### src/rtl/seeprom_rd_pkg.sv
package seeprom_rd_pkg;

  typedef enum logic [1:0] {
    ST_IDLE,
    ST_ACQ,
    ST_XFER
  } rd_state_e;

  // strobes from control to datapath, one cycle each
  typedef struct packed {
    logic startLoad;   // latch start address and count
    logic loadCmd;     // begin a frame: load command shifter, eeDo low
    logic shiftOut;    // put next command bit on eeDo
    logic sampleIn;    // shift eeDi into receive register
    logic wordDone;    // publish word, advance address, count down
    logic clearOut;    // release eeDo
  } rd_strobe_t;

endpackage

### src/rtl/seeprom_rd_ctrl.sv
module seeprom_rd_ctrl
  import seeprom_rd_pkg::*;
#(
  parameter int CLK_FREQ_HZ      = 200_000_000,
  parameter int SK_HIGH_NS       = 750,
  parameter int SK_LOW_NS        = 250,
  parameter int GRANT_TIMEOUT_US = 1_000_000,
  parameter int ADDR_W           = 6,
  parameter int DATA_W           = 16,
  parameter int CNT_W            = 7
) (
  input  logic             clk,
  input  logic             rstN,
  input  logic             start,
  input  logic [CNT_W-1:0] wordCount,
  input  logic             portGrant,
  input  logic             burstDone,
  output rd_strobe_t       stb,
  output logic             busy,
  output logic             done,
  output logic             error,
  output logic             portReq,
  output logic             eeCs,
  output logic             eeSk
);

  localparam longint NS_PER_S = 64'd1_000_000_000;
  localparam int LOW_CYC  = int'((longint'(SK_LOW_NS)  * CLK_FREQ_HZ + NS_PER_S - 1) / NS_PER_S);
  localparam int HIGH_CYC = int'((longint'(SK_HIGH_NS) * CLK_FREQ_HZ + NS_PER_S - 1) / NS_PER_S);
  localparam int PH_MAX   = (LOW_CYC > HIGH_CYC) ? LOW_CYC : HIGH_CYC;
  localparam int PH_W     = $clog2(PH_MAX + 1);
  localparam longint TMO_CYC = longint'(CLK_FREQ_HZ / 1_000_000) * GRANT_TIMEOUT_US;
  localparam int TMO_W    = $clog2(TMO_CYC + 1);

  // frame slots: 0 select, 1..3 command, then address, then read, trailer, tail
  localparam int READ_FIRST_I = ADDR_W + 4;
  localparam int READ_LAST_I  = READ_FIRST_I + DATA_W;
  localparam int TAIL_I       = READ_LAST_I + 2;
  localparam int SLOT_W       = $clog2(TAIL_I + 1);

  localparam logic [SLOT_W-1:0] READ_FIRST = SLOT_W'(READ_FIRST_I);
  localparam logic [SLOT_W-1:0] READ_LAST  = SLOT_W'(READ_LAST_I);
  localparam logic [SLOT_W-1:0] TAIL_SLOT  = SLOT_W'(TAIL_I);
  localparam logic [PH_W-1:0]   LOW_LD     = PH_W'(LOW_CYC - 1);
  localparam logic [PH_W-1:0]   HIGH_LD    = PH_W'(HIGH_CYC - 1);
  localparam logic [TMO_W-1:0]  TMO_LAST   = TMO_W'(TMO_CYC - 1);

  rd_state_e         state;
  logic [SLOT_W-1:0] slot;
  logic [PH_W-1:0]   phaseCnt;
  logic [TMO_W-1:0]  tmoCnt;
  logic              skHigh;
  logic              phaseEnd;
  logic              tmoHit;

  assign phaseEnd = (phaseCnt == '0);
  assign tmoHit   = (tmoCnt == TMO_LAST);
  assign busy     = (state != ST_IDLE);

  always_comb begin
    stb = '0;
    case (state)
      ST_IDLE: stb.startLoad = start && (wordCount != '0);
      ST_ACQ: begin
        stb.loadCmd  = portGrant;
        stb.clearOut = !portGrant && tmoHit;
      end
      ST_XFER: begin
        if (phaseEnd) begin
          if (!skHigh) begin
            stb.sampleIn = (slot >= READ_FIRST) && (slot <= READ_LAST);
            if (slot == TAIL_SLOT) begin
              stb.loadCmd  = !burstDone;
              stb.clearOut = burstDone;
            end
          end else begin
            stb.shiftOut = (slot < READ_FIRST);
            stb.wordDone = (slot == READ_LAST);
          end
        end
      end
      default: stb = '0;
    endcase
  end

  always_ff @(posedge clk or negedge rstN) begin
    if (!rstN) begin
      state    <= ST_IDLE;
      slot     <= '0;
      phaseCnt <= '0;
      tmoCnt   <= '0;
      skHigh   <= 1'b0;
      done     <= 1'b0;
      error    <= 1'b0;
      portReq  <= 1'b0;
      eeCs     <= 1'b0;
      eeSk     <= 1'b0;
    end else begin
      done  <= 1'b0;
      error <= 1'b0;
      case (state)
        ST_IDLE: begin
          if (start) begin
            if (wordCount == '0) begin
              done <= 1'b1;
            end else begin
              state   <= ST_ACQ;
              portReq <= 1'b1;
              tmoCnt  <= '0;
            end
          end
        end
        ST_ACQ: begin
          if (portGrant) begin
            state    <= ST_XFER;
            eeCs     <= 1'b1;
            slot     <= '0;
            skHigh   <= 1'b0;
            phaseCnt <= LOW_LD;
          end else if (tmoHit) begin
            state   <= ST_IDLE;
            portReq <= 1'b0;
            error   <= 1'b1;
          end else begin
            tmoCnt <= tmoCnt + 1'b1;
          end
        end
        ST_XFER: begin
          if (!phaseEnd) begin
            phaseCnt <= phaseCnt - 1'b1;
          end else if (!skHigh) begin
            if (slot == TAIL_SLOT) begin
              if (burstDone) begin
                state   <= ST_IDLE;
                portReq <= 1'b0;
                done    <= 1'b1;
              end else begin
                slot     <= '0;
                eeCs     <= 1'b1;
                phaseCnt <= LOW_LD;
              end
            end else begin
              skHigh   <= 1'b1;
              eeSk     <= 1'b1;
              phaseCnt <= HIGH_LD;
            end
          end else begin
            skHigh   <= 1'b0;
            eeSk     <= 1'b0;
            slot     <= slot + 1'b1;
            phaseCnt <= LOW_LD;
            if (slot == READ_LAST) eeCs <= 1'b0;
          end
        end
        default: state <= ST_IDLE;
      endcase
    end
  end

endmodule

### src/rtl/seeprom_rd_datapath.sv
module seeprom_rd_datapath
  import seeprom_rd_pkg::*;
#(
  parameter int ADDR_W = 6,
  parameter int DATA_W = 16,
  parameter int CNT_W  = 7
) (
  input  logic              clk,
  input  logic              rstN,
  input  rd_strobe_t        stb,
  input  logic [ADDR_W-1:0] startAddr,
  input  logic [CNT_W-1:0]  wordCount,
  input  logic              eeDi,
  output logic              eeDo,
  output logic              burstDone,
  output logic              wordValid,
  output logic [DATA_W-1:0] wordData
);

  localparam int CMD_W = ADDR_W + 3;
  localparam logic [2:0] READ_CMD = 3'b110;   // start bit, opcode 10

  logic [ADDR_W-1:0] addrReg;
  logic [CNT_W-1:0]  wordsLeft;
  logic [CMD_W-1:0]  cmdSr;
  logic [DATA_W-1:0] rxSr;

  assign burstDone = (wordsLeft == '0);

  always_ff @(posedge clk or negedge rstN) begin
    if (!rstN) begin
      addrReg   <= '0;
      wordsLeft <= '0;
      cmdSr     <= '0;
      rxSr      <= '0;
      eeDo      <= 1'b0;
      wordValid <= 1'b0;
      wordData  <= '0;
    end else begin
      wordValid <= stb.wordDone;
      if (stb.startLoad) begin
        addrReg   <= startAddr;
        wordsLeft <= wordCount;
      end
      if (stb.wordDone) begin
        addrReg   <= addrReg + 1'b1;
        wordsLeft <= wordsLeft - 1'b1;
        wordData  <= rxSr;
      end
      if (stb.loadCmd) begin
        cmdSr <= {READ_CMD, addrReg};
        eeDo  <= 1'b0;
      end else if (stb.shiftOut) begin
        eeDo  <= cmdSr[CMD_W-1];
        cmdSr <= {cmdSr[CMD_W-2:0], 1'b0};
      end
      if (stb.clearOut) eeDo <= 1'b0;
      // 17 shifts per word: the dummy zero leaves through the top
      if (stb.sampleIn) rxSr <= {rxSr[DATA_W-2:0], eeDi};
    end
  end

endmodule

### src/rtl/seeprom_burst_reader.sv
module seeprom_burst_reader
  import seeprom_rd_pkg::*;
#(
  parameter int CLK_FREQ_HZ      = 200_000_000,
  parameter int SK_HIGH_NS       = 750,
  parameter int SK_LOW_NS        = 250,
  parameter int GRANT_TIMEOUT_US = 1_000_000,
  parameter int ADDR_W           = 6,
  parameter int DATA_W           = 16,
  parameter int CNT_W            = 7
) (
  input  logic              clk,
  input  logic              rstN,
  input  logic              start,
  input  logic [ADDR_W-1:0] startAddr,
  input  logic [CNT_W-1:0]  wordCount,
  output logic              busy,
  output logic              wordValid,
  output logic [DATA_W-1:0] wordData,
  output logic              done,
  output logic              error,
  output logic              portReq,
  input  logic              portGrant,
  output logic              eeCs,
  output logic              eeSk,
  output logic              eeDo,
  input  logic              eeDi
);

  rd_strobe_t stb;
  logic       burstDone;

  seeprom_rd_ctrl #(
    .CLK_FREQ_HZ(CLK_FREQ_HZ), .SK_HIGH_NS(SK_HIGH_NS), .SK_LOW_NS(SK_LOW_NS),
    .GRANT_TIMEOUT_US(GRANT_TIMEOUT_US), .ADDR_W(ADDR_W), .DATA_W(DATA_W), .CNT_W(CNT_W)
  ) ctrl_i (
    .clk(clk), .rstN(rstN), .start(start), .wordCount(wordCount),
    .portGrant(portGrant), .burstDone(burstDone), .stb(stb), .busy(busy),
    .done(done), .error(error), .portReq(portReq), .eeCs(eeCs), .eeSk(eeSk)
  );

  seeprom_rd_datapath #(
    .ADDR_W(ADDR_W), .DATA_W(DATA_W), .CNT_W(CNT_W)
  ) dp_i (
    .clk(clk), .rstN(rstN), .stb(stb), .startAddr(startAddr), .wordCount(wordCount),
    .eeDi(eeDi), .eeDo(eeDo), .burstDone(burstDone), .wordValid(wordValid),
    .wordData(wordData)
  );

endmodule

### config.mk
export PLATFORM = sky130hd
export DESIGN_NAME = seeprom_burst_reader
export DESIGN_NICKNAME = d
export VERILOG_FILES = /design/src/rtl/seeprom_rd_pkg.sv /design/src/rtl/seeprom_rd_ctrl.sv /design/src/rtl/seeprom_rd_datapath.sv /design/src/rtl/seeprom_burst_reader.sv
export SDC_FILE = /design/constraint.sdc
export NUM_CORES = 1
export LEC_CHECK = 0
export BUFFER_PORTS_ARGS = -buffer_cell sky130_fd_sc_hd__clkbuf_2
export CORE_ASPECT_RATIO = 1.75
export CORE_MARGIN = 3
export CORE_UTILIZATION = 60
export CTS_BUF_LIST = sky130_fd_sc_hd__clkbuf_16
export CTS_CLUSTER_SIZE = 28
export DETAILED_ROUTE_END_ITERATION = 8
export PLACE_DENSITY = 0.86
export SYNTH_ARGS = -nofsm -noshare
export SYNTH_HDL_FRONTEND = slang
export SYNTH_HIERARCHICAL = 1
export SYNTH_SLANG_ARGS = --single-unit
### constraint.sdc
create_clock -name clk -period 4.9 [get_ports clk]
set_clock_uncertainty 0.15 [all_clocks]
set_input_delay 0.245 -clock clk [delete_from_list [all_inputs] [get_ports clk]]
set_output_delay 0.245 -clock clk [all_outputs]
set_load 0.01 [all_outputs]
# Yosys cells after proc, flatten, opt, wreduce, memory -nomap -nowiden
# Cells that the tools add are included.
# word_totals
word_cells	151
reg_bits	105
# op_classes
add_sub_neg	5
n_lt_le_gt_ge	3
eq_ne	21
muxes	80
n_reduce_logical	25
# ops
op	count
28-bit two-way mux	4
28-bit one-hot mux with 2 select lines	1
1-bit two-way mux	40
8-bit two-way mux	5
5-bit two-way mux	6
28-bit by 1-bit adder with 28-bit output (second input constant)	1
28-bit equality test (second input constant)	1
9-bit two-way mux	2
2-bit two-way mux	8
8-bit one-hot mux with 2 select lines	1
7-bit logical NOT	2
7-bit two-way mux	2
6-bit two-way mux	2
2-bit inequality test (second input constant)	6
5-bit equality test (second input constant)	2
2-bit by 1-bit inequality test with 1-bit output (second input constant)	5
1-bit one-hot mux with 2 select lines	5
5-bit one-hot mux with 2 select lines	1
5-bit AND reduction	2
2-bit nonzero test	5
3-bit AND reduction	3
9-bit AND reduction	1
8-bit logical NOT	1
8-bit by 1-bit subtractor with 8-bit output (second input constant)	1
22 further kinds	27

# Logic depth before layout (Yosys ltp)
# Gate-level depths: netlist of the first run.
# depth
word_depth	9
mapped_depth	10
depth_no_buf	9

# By module
# The synthesis of the first run kept the hierarchy.
# by_module_without_submodules
module	cells_per_inst	area_per_inst_um2	n_inst
seeprom_rd_ctrl	366	3111.7	1
seeprom_rd_datapath	190	2418.6	1

# Worst setup path after synthesis of the first run
# Ideal clock, no wire load.
# synth_timing
path_type	register to register
start	register ctrl_i.phaseCnt[0]
end	register dp_i.wordData[10]
stages_incl_launch_ff	8
path_buffers	1
arrival_time_ns	2.571
required_ns	4.623
slack_ns	2.051
period_less_slack_ns	2.849
path_cell_list	dfrtp_1 inv_1 ha_1 or3b_2 or2_0 nor3_1 buf_1 mux2_1
# synth_lines
item	line_no	rtl
start: declaration	seeprom_rd_ctrl.sv:50	logic [PH_W-1:0] phaseCnt;
start signal: assignment	seeprom_rd_ctrl.sv:130	phaseCnt <= phaseCnt - 1'b1;
end signal: assignment	seeprom_rd_datapath.sv:48	wordData <= rxSr;
end: declaration	seeprom_rd_datapath.sv:17	output logic [DATA_W-1:0] wordData

# Worst setup path in the final report of the first run
# layout_timing
start	register dp_i.wordsLeft[4]
end	register ctrl_i.phaseCnt[2]
# layout_via
elab_chain_len	3
# layout_rtl
item	line_no	rtl
start: declaration	seeprom_rd_datapath.sv:24	logic [CNT_W-1:0] wordsLeft;
start signal: assignment	seeprom_rd_datapath.sv:43	wordsLeft <= wordCount;
start signal: assignment	seeprom_rd_datapath.sv:47	wordsLeft <= wordsLeft - 1'b1;
7-bit logical NOT	seeprom_rd_datapath.sv:28	assign burstDone = (wordsLeft == '0);
net burstDone	seeprom_burst_reader.sv:31	logic burstDone;
5-bit inequality test (no source line)	--	
3-bit AND reduction (no source line)	--	
# The timed path passes the listed nets, and every way through them passes these cells.
# A chain may end at the register's enable or synchronous reset.

==> results of run 1 <==
## stage by stage
step	power [mW]	area (µm²)	cells	worst slack, ps	util (%)
floorplan	1.747	5530	556	2051	-
global placement	1.943	5846	695	1639	66.13
detailed placement	1.985	5846	695	1568	66.13
CTS	2.728	6172	713	1552	69.82
global route	2.896	6172	713	1119	69.82
finish	2.728	6172	713	1562	69.82
## flip-flops by register name (all words and copies together), names as in the netlist, 2 cells and up
name / cells
dp_i/addrReg: 6
ctrl_i/slot: 5
dp_i/rxSr: 16
ctrl_i/tmoCnt: 28
dp_i/wordsLeft: 7
ctrl_i/state: 2
dp_i/cmdSr: 9
ctrl_i/phaseCnt: 8
dp_i/wordData: 16
## worst paths after layout
kind / start / end / depth (start not counted)
setup / recovery: dp_i/wordsLeft[4]$_DFFE_PN0P_ / ctrl_i/phaseCnt[2]$_DFFE_PN0P_ / 7
max in group asynchronous: rstN / ctrl_i/tmoCnt[11]$_DFFE_PN0P_ / 3
hold / removal: startAddr[1] / dp_i/addrReg[1]$_DFFE_PN0P_ / 3
min in group asynchronous: rstN / dp_i/addrReg[2]$_DFFE_PN0P_ / 2
hold reg to reg: dp_i/wordsLeft[0]$_DFFE_PN0P_ / dp_i/wordsLeft[0]$_DFFE_PN0P_ / 1
setup reg to reg: dp_i/wordsLeft[4]$_DFFE_PN0P_ / ctrl_i/phaseCnt[2]$_DFFE_PN0P_ / 7
## layout make-up
type	instances	area (µm²)	area share, %
Clock buffer	9	225.2	3.649
Clock inverter	7	81.33	1.318
Inverter	20	75.07	1.216
Multi-Input combinational cell	403	2721	44.09
Sequential cell	105	2628	42.57
Tap cell	117	146.4	2.372
Timing Repair Buffer	52	295.3	4.784
## cells by family after synthesis
logic type / count (synthesis) / synth area share, %
and+or+nand+nor: 186 / 18.30
xor gates and xnor gates: 4 / 0.6336
AOI/OAI and AO/OA: 161 / 19.34
buffers and inverters: 48 / 3.575
DFF: 105 / 47.51
adders and majority gates: 11 / 2.489
muxes: 41 / 8.145
## where the power goes
part / leakage [nW] / switching (mW) / internal (mW) / total (mW)
Sequential: 1.39 / 0.141 / 1.00 / 1.14
Clock: 0.150 / 0.359 / 0.364 / 0.723
Combinational: 1.13 / 0.538 / 0.324 / 0.862
## worst max-delay path, delay by kind of cell (launching register included)
family | cells | cell delay (ps)
AOI/OAI and AO/OA | 3 | 1120
DFF | 1 | 420
and+or+nand+nor | 4 | 1520
## cell usage after synthesis, types with 8 or more instances
master      n  area share [%]
dfrtp_1   105              48
nand2_1    47             3.2
o21ai_0    35             3.2
nand3_1    27             2.4
a21oi_1    24             2.2
a31oi_1    23             2.6
inv_1      20             1.4
o31ai_1    20             2.7
mux2_1     18             3.7
nor2_1     17             1.2
clkbuf_1   16             1.1
mux2_2     14             2.9
nand4_1    13             1.5
nor2b_1    12             1.4
ha_1       11             2.5
nor3_1     11             1.0
a211oi_1   10             1.4
nor4_1     10             1.1
mux2i_1     9             1.6
and3_1      8            0.91
buf_2       8            0.72
o21ai_1     8            0.72
## placed cells by master, fill, tap and decap left out, drive strengths merged, types with 4 or more instances in the layout
| cell type | count |
|---|---|
| a211oi | 10 |
| buf | 10 |
| o21a | 6 |
| nor2 | 17 |
| dfrtp | 105 |
| clkinv | 4 |
| mux2 | 32 |
| nor3 | 12 |
| a31oi | 23 |
| nor4 | 10 |
| inv | 23 |
| o21ai | 43 |
| or3 | 5 |
| nand2b | 6 |
| nor2b | 12 |
| clkbuf | 49 |
| nand4 | 13 |
| or4 | 5 |
| and2 | 6 |
| ha | 11 |
| and3 | 8 |
| nand3 | 27 |
| mux2i | 9 |
| and4 | 5 |
| a21oi | 24 |
| o31ai | 21 |
| nand2 | 47 |
## per-layer routing
| metal | share of wire (%) | global-route usage, % | up-vias |
|---|---|---|---|
| met5 | 0 | 0 | - |
| met4 | 3.8 | 13.04 | 0 |
| met3 | 3.9 | 4.632 | 42 |
| met2 | 54 | 46.97 | 146 |
| met1 | 39 | 31.16 | 2285 |
| li1 | - | - | 2167 |
## timing repair
action | in CTS | in global routing
hold buffers | 2 | 0
hold endpoints to repair | 52 | 0
setup buffers | 0 | 0
==> metrics.txt, run 1 <==
status finished clean; Worst path max stage delay ~820 ps; H-tree depth 3; die height 133.0 µm; Ant. Diodes 0; routed len/inst 18.58 µm; Max FO, Critical Path 11; die width between 70 and 80 µm; RSZ-0062 raised after global routing no; routability cong. 0.9736; flop-to-flop setup slack 1560 ps; die footprint roughly 0.010 mm²; Final Hold Vio Count 0; Critical Path, Cell by Cell or4_4 -> nor3b_1 -> nand2b_1 -> or4_4 -> o21ai_0 -> o21ai_0 -> o41ai_1; Port Buf Inserts 41; core area 0.008840 mm²; smallest hold slack 16.40 ps; total congestion overflow 0; ANT nets after route 0; Vias per Instance 6.508; DRC viols 0; Ports 42; CTS Buffer Depth 2; share of cells above drive strength 1 15.94%; Slew headroom 30.49%; Period minus WS final 3338 ps; Worst setup SP type flop; drt initial violations 386; CP Data Required Time ~5000 ps; largest net degree at the start of global routing 55; Ys Warns 6; Mean Syn Cell Area just under 10 µm²; Clock Latency Late Sink 350 ps; first-pass GRT wire length about 22,000 µm; Initial Util 62.56%; type of the worst min-delay path primary input to flop; WP data arrival around 3400 ps; Post-synth top flop dfrtp_1; Cells after Synth around 560; final wirelength 13,250 µm; Fmax 299.6 MHz; flip-flop and latch count after synthesis 105; overall routing resource usage a little over a quarter; Root Buffer clkbuf_16; share of flip-flops with an asynchronous set or reset 100.0%; Tightest Pin Transition approximately 1000 ps; setup_tns 0 ps; TritonCTS buffer count 9; DR pass1 iterations 5; CTS Sinks 105; register area share after synthesis 47.51%; slowest library cell on the worst path o21ai_0; vias around 4,600; Tcrit/Tclk final 68.12%; CTS tree done; FILL cells 637; EDFF count, synth 0; vias in the first global route 4,637; CP Class flop to flop; Distinct cells, synth 66; P_leak around 2.7 nW; Max Slew Vio Count 0; # setup viols final 0; max cap viols 0; CP Capture Type flop; post-CTS resize count 0; initial antenna violation count 0; Cell Pwr Density 441.9 mW/mm²; Worst-path clk slew 80 ps; area grow syn2layout 11.61%; VDD IR max 0.2314 mV; nets@finish 620; Syn Nets about 590; row count 45; HPWL after detailed placement 9085 µm; synthesized area 0.005530 mm²
No activity file was read; power rests on OpenSTA's default activity.
==> run 2, diff against run 1 <==
- clock period: 4.9 -> 3.25 ns (I/O delays scaled with it)
==> metrics.txt, run 2 (same netlist as run 1, synthesis figures left out) <==
status finished clean; Post-CTS Setup Inserts 0; first-pass GRT wire length roughly 23,000 µm; Reg2Reg Launch Point ctrl_i/state[1]$_DFFE_PN0P_; core area 0.008840 mm²; routed len/inst 18.38 µm; most frequent cells in the layout dfrtp_1 (105), nand2_1 (47), clkbuf_2 (40); RSZ-0062 raised after global routing no; CP Data Required Time 3350 ps; hold_buf cts 9; HP Start wordCount[2]; flop-to-flop setup slack 180 ps; final wirelength ~13,000 µm; CP Class flop to flop; HPWL after detailed placement 9273 µm; type of the worst min-delay path primary input to flop; row count 45; share of cells above drive strength 1 16.86%; die footprint 0.01045 mm²; Top Registers ctrl_i/tmoCnt: 28 flops, dp_i/rxSr: 16 flops, dp_i/wordData: 16 flops; P_leak roughly 2.7 nW; max cap viols 0; # setup viols final 0; smallest hold slack 19.62 ps; most common cell after layout, fill and taps aside dfrtp_1; Port Buf Inserts 41; Final Util 71.51%; DRC viols 0; Initial Util 62.56%; die height 133.0 µm; Worst setup SP type flop; nets@finish 635; Max FO, Critical Path 16; M1 GR Usage a little under a third; Cell Pwr Density 657.8 mW/mm²; Largest register FFs 28; CTS Sinks 105; Period minus WS final roughly 3100 ps; fin area 0.006321 mm²; Vias per Instance between 6 and 7; CTS tree done; Worst-path clk slew 80 ps; M2 GR Usage 49.48%; Clock Latency Late Sink between 300 and 400 ps; Hold EP dp_i/wordsLeft[2]$_DFFE_PN0P_; Tcrit/Tclk final between 90 and 100%; R2R Path End ctrl_i/tmoCnt[12]$_DFFE_PN0P_; Tightest Pin Transition 1322 ps; WP data arrival 3170 ps; dpl cell area 0.005918 mm²; setup_tns 0 ps; die width between 70 and 80 µm; vias ~4,800; met3 GRT Util 4.292%; Final Hold Vio Count 0; Max Slew Vio Count 0; busiest grt layer met2; CTS Buffer Depth 2; H-tree depth 3; DR pass1 iterations 5; vias in the first global route 4,803; Top reg by flops ctrl_i/tmoCnt; post-CTS resize count 0; R2R depth 7; largest net degree at the start of global routing 54; VDD IR max approximately 0.37 mV; Slew headroom 11.65%; Worst Hold Depth 3; overall routing resource usage 26.86%; initial antenna violation count 0; Ports 42; Ant. Diodes 0; Root Buffer clkbuf_16; Final Power 4.158 mW; total congestion overflow 0; TritonCTS buffer count 9; routability cong. 0.9550; drt initial violations 407; CP Capture Type flop; ANT nets after route 0; area grow syn2layout 14.30%; Fmax 325.5 MHz
## run 2: cell types whose count changed in the layout (fill, tap and decap cells not counted), sizes merged
cell	previous run	this run
dlygate4sd3	2	9
inv	23	22
buf	10	18
clkinvlp	0	1
## run 2: final cells by class
type	count	area, µm²
Timing Repair Buffer	67	437.9
Multi-Input combinational cell	403	2721
Clock inverter	7	87.58
Tap cell	117	146.4
Sequential cell	105	2628
Fill cell	605	2519
Inverter	20	75.07
Clock buffer	9	225.2
## run 2: worst max path at each step
stage / start / end / cells after the start
after global routing: ctrl_i/state[1]$_DFFE_PN0P_ / ctrl_i/tmoCnt[12]$_DFFE_PN0P_ / 7
after floorplan: ctrl_i/phaseCnt[0]$_DFFE_PN0P_ / dp_i/wordData[10]$_DFFE_PN0P_ / 7
final: ctrl_i/state[1]$_DFFE_PN0P_ / ctrl_i/tmoCnt[12]$_DFFE_PN0P_ / 7
after global placement: ctrl_i/phaseCnt[0]$_DFFE_PN0P_ / dp_i/addrReg[3]$_DFFE_PN0P_ / 9
after detailed placement: ctrl_i/phaseCnt[0]$_DFFE_PN0P_ / dp_i/addrReg[3]$_DFFE_PN0P_ / 9
after CTS: ctrl_i/state[1]$_DFFE_PN0P_ / ctrl_i/tmoCnt[12]$_DFFE_PN0P_ / 7
## run 2: per-stage QoR
step / cells / setup slack (ps)
3_5_place_dp: 703 / 251.5
3_3_place_gp: 703 / 355.9
2_1_floorplan: 556 / 401.1
5_1_grt: 728 / 27.99
6_report: 728 / 177.4
4_1_cts: 728 / 225.6
## run 2: critical path, stage by stage (launching register included)
cell      delay, ps
dfrtp_1         410
inv_1            90
ha_1            260
nor4b_1         200
a211oi_1        310
a21boi_1       1080
a41oi_1         230
a31oi_1         260
## run 2: power breakdown
group	switching [mW]	total [mW]	internal, mW
clock	0.543	1.10	0.552
combinational	0.823	1.35	0.527
sequential	0.205	1.71	1.51
total	1.57	4.16	2.59
## run 2: routing by layer
metal / routed length, µm / part of all wire (%)
met3: 602 / 4.5
met2: 7198 / 54
met4: 516 / 3.9
met5: 0 / 0
met1: 5064 / 38
==> run 3, diff against run 2 <==
- CORE_ASPECT_RATIO: 1.75 -> 1.5
- PLACE_DENSITY: 0.86 -> 0.8
==> metrics.txt, run 3 (same netlist as run 1, synthesis figures left out) <==
status finished clean; Worst Hold Depth 3; Ant. Diodes 0; initial antenna violation count 0; DR pass1 iterations 8; met1 wire length 5250 µm; wire length on met2 6785 µm; Max Slew Vio Count 0; drt initial violations between 300 and 400; total congestion overflow 0; Max FO, Critical Path 16; final wirelength about 13,000 µm; R2R Path End dp_i/addrReg[4]$_DFFE_PN0P_; CP Class flop to flop; row count 42; slowest library cell on the worst path or3b_2; DRC viols 0; Port Buf Inserts 41; Vias per Instance 6.515; smallest hold slack roughly 17 ps; Largest register FFs 28; H-tree depth 3; Worst path max stage delay roughly 520 ps; Worst-path clk slew 70 ps; HPWL after detailed placement between 9000 and 10,000 µm; CTS Sinks 105; most common cell after layout, fill and taps aside dfrtp_1; HP Start wordCount[5]; overall routing resource usage between 20 and 30%; RSZ-0062 raised after global routing no; Fmax around 330 MHz; VDD IR max 0.4303 mV; Initial Util ~62%; routability cong. 0.9026; setup ws final 239.6 ps; hold_buf cts 11; max cap viols 0; setup_tns 0 ps; Top Registers ctrl_i/tmoCnt: 28 flops, dp_i/rxSr: 16 flops, dp_i/wordData: 16 flops; vias in the first global route 4,666; Clock Latency Late Sink 350 ps; die footprint 0.01043 mm²; fin area 0.006296 mm²; Cell Pwr Density 642.5 mW/mm²; Critical Path, Cell by Cell inv_1 -> ha_1 -> or3b_2 -> or2_0 -> nor3_2 -> buf_4 -> nand2b_1 -> o32ai_1 -> a21oi_1; die width about 84 µm; CP Capture Type flop; first-pass GRT wire length 21,700 µm; die height 123.6 µm; Ports 42; R2R depth 9; WP data arrival 3140 ps; Post-CTS Setup Inserts 0; CTS tree done; Root Buffer clkbuf_16; ANT nets after route 0; uppermost layer routed met4; dpl cell area 0.005907 mm²; Final Power approximately 4 mW; Slew headroom a little under a third; dpl ws around 260 ps; nets@finish between 600 and 700; most frequent cells in the layout dfrtp_1 (105), nand2_1 (47), clkbuf_2 (40); Post-Layout Cell Count slightly above 700; Final Util 70.89%; Reg2Reg Launch Point ctrl_i/phaseCnt[1]$_DFFE_PN0P_; Worst setup SP type flop; crit path buf inv count 2; # setup viols final 0; Period minus WS final 3010 ps; post-CTS resize count 0; Final Hold Vio Count 0; CP Data Required Time 3380 ps; Hold EP dp_i/wordsLeft[5]$_DFFE_PN0P_; core area 0.008881 mm²; vias 4,704; TritonCTS buffer count 9; CP top delay family simple AND/OR/NAND/NOR gates; Tightest Pin Transition 1026 ps; Tcrit/Tclk final 92.63%; P_leak around 2.7 nW; Top reg by flops ctrl_i/tmoCnt; type of the worst min-delay path primary input to flop; flop-to-flop setup slack 240 ps; placed insts 695; CTS Buffer Depth 2; largest net degree at the start of global routing 85; share of cells above drive strength 1 16.67%; routed len/inst between 15 and 20 µm; met3 wire len 543 µm; area grow syn2layout 13.85%
## run 3: cell types whose count changed in the layout (fill, tap and decap cells not counted)
cell,delta
buf_4,-1
clkinv_1,+1
clkinv_2,+1
clkinv_4,+1
clkinv_8,-3
dlygate4sd3_1,+2
inv_6,+1
inv_8,-1
nor3_1,-1
nor3_2,+1
## run 3: power by group
part           internal [mW]  switching [mW]  total (mW)
Combinational          0.505           0.807        1.31
Clock                  0.526           0.497        1.02
Sequential              1.51           0.201        1.71
## run 3: cell type report
| class | count | area, µm² |
|---|---|---|
| timing repair buffer | 68 | 450.4 |
| clock buffer | 9 | 225.2 |
| tap | 110 | 137.6 |
| multi-input combinational | 403 | 2726 |
| clock inverter | 7 | 53.80 |
| inverter | 20 | 75.07 |
| fill | 674 | 2585 |
| sequential | 105 | 2628 |
## run 3: layer usage
metal / vias to the layer above / global-route usage (%)
li1: 2196 / -
met1: 2332 / 32.10
met2: 145 / 44.61
met3: 31 / 2.780
met5: - / 0
met4: 0 / 13.37
## run 3: worst register-to-register path, stage by stage, from the launching register on
cell	delay, ps
dfrtp_1	420
inv_1	90
ha_1	280
or3b_2	520
or2_0	340
nor3_2	440
buf_4	300
nand2b_1	190
o32ai_1	110
a21oi_1	120
## run 3: how the worst max path moves through the flow
stage / from / endpoint / slack [ps] / cells past startpoint
after floorplan: ctrl_i/phaseCnt[0]$_DFFE_PN0P_ / dp_i/wordData[10]$_DFFE_PN0P_ / 400 / 7
after global placement: ctrl_i/phaseCnt[0]$_DFFE_PN0P_ / dp_i/wordData[3]$_DFFE_PN0P_ / 360 / 7
after detailed placement: ctrl_i/phaseCnt[0]$_DFFE_PN0P_ / dp_i/addrReg[4]$_DFFE_PN0P_ / 260 / 9
after CTS: ctrl_i/phaseCnt[0]$_DFFE_PN0P_ / dp_i/addrReg[4]$_DFFE_PN0P_ / 240 / 9
after global routing: ctrl_i/phaseCnt[0]$_DFFE_PN0P_ / dp_i/addrReg[4]$_DFFE_PN0P_ / 30 / 9
final: ctrl_i/phaseCnt[1]$_DFFE_PN0P_ / dp_i/addrReg[4]$_DFFE_PN0P_ / 240 / 9
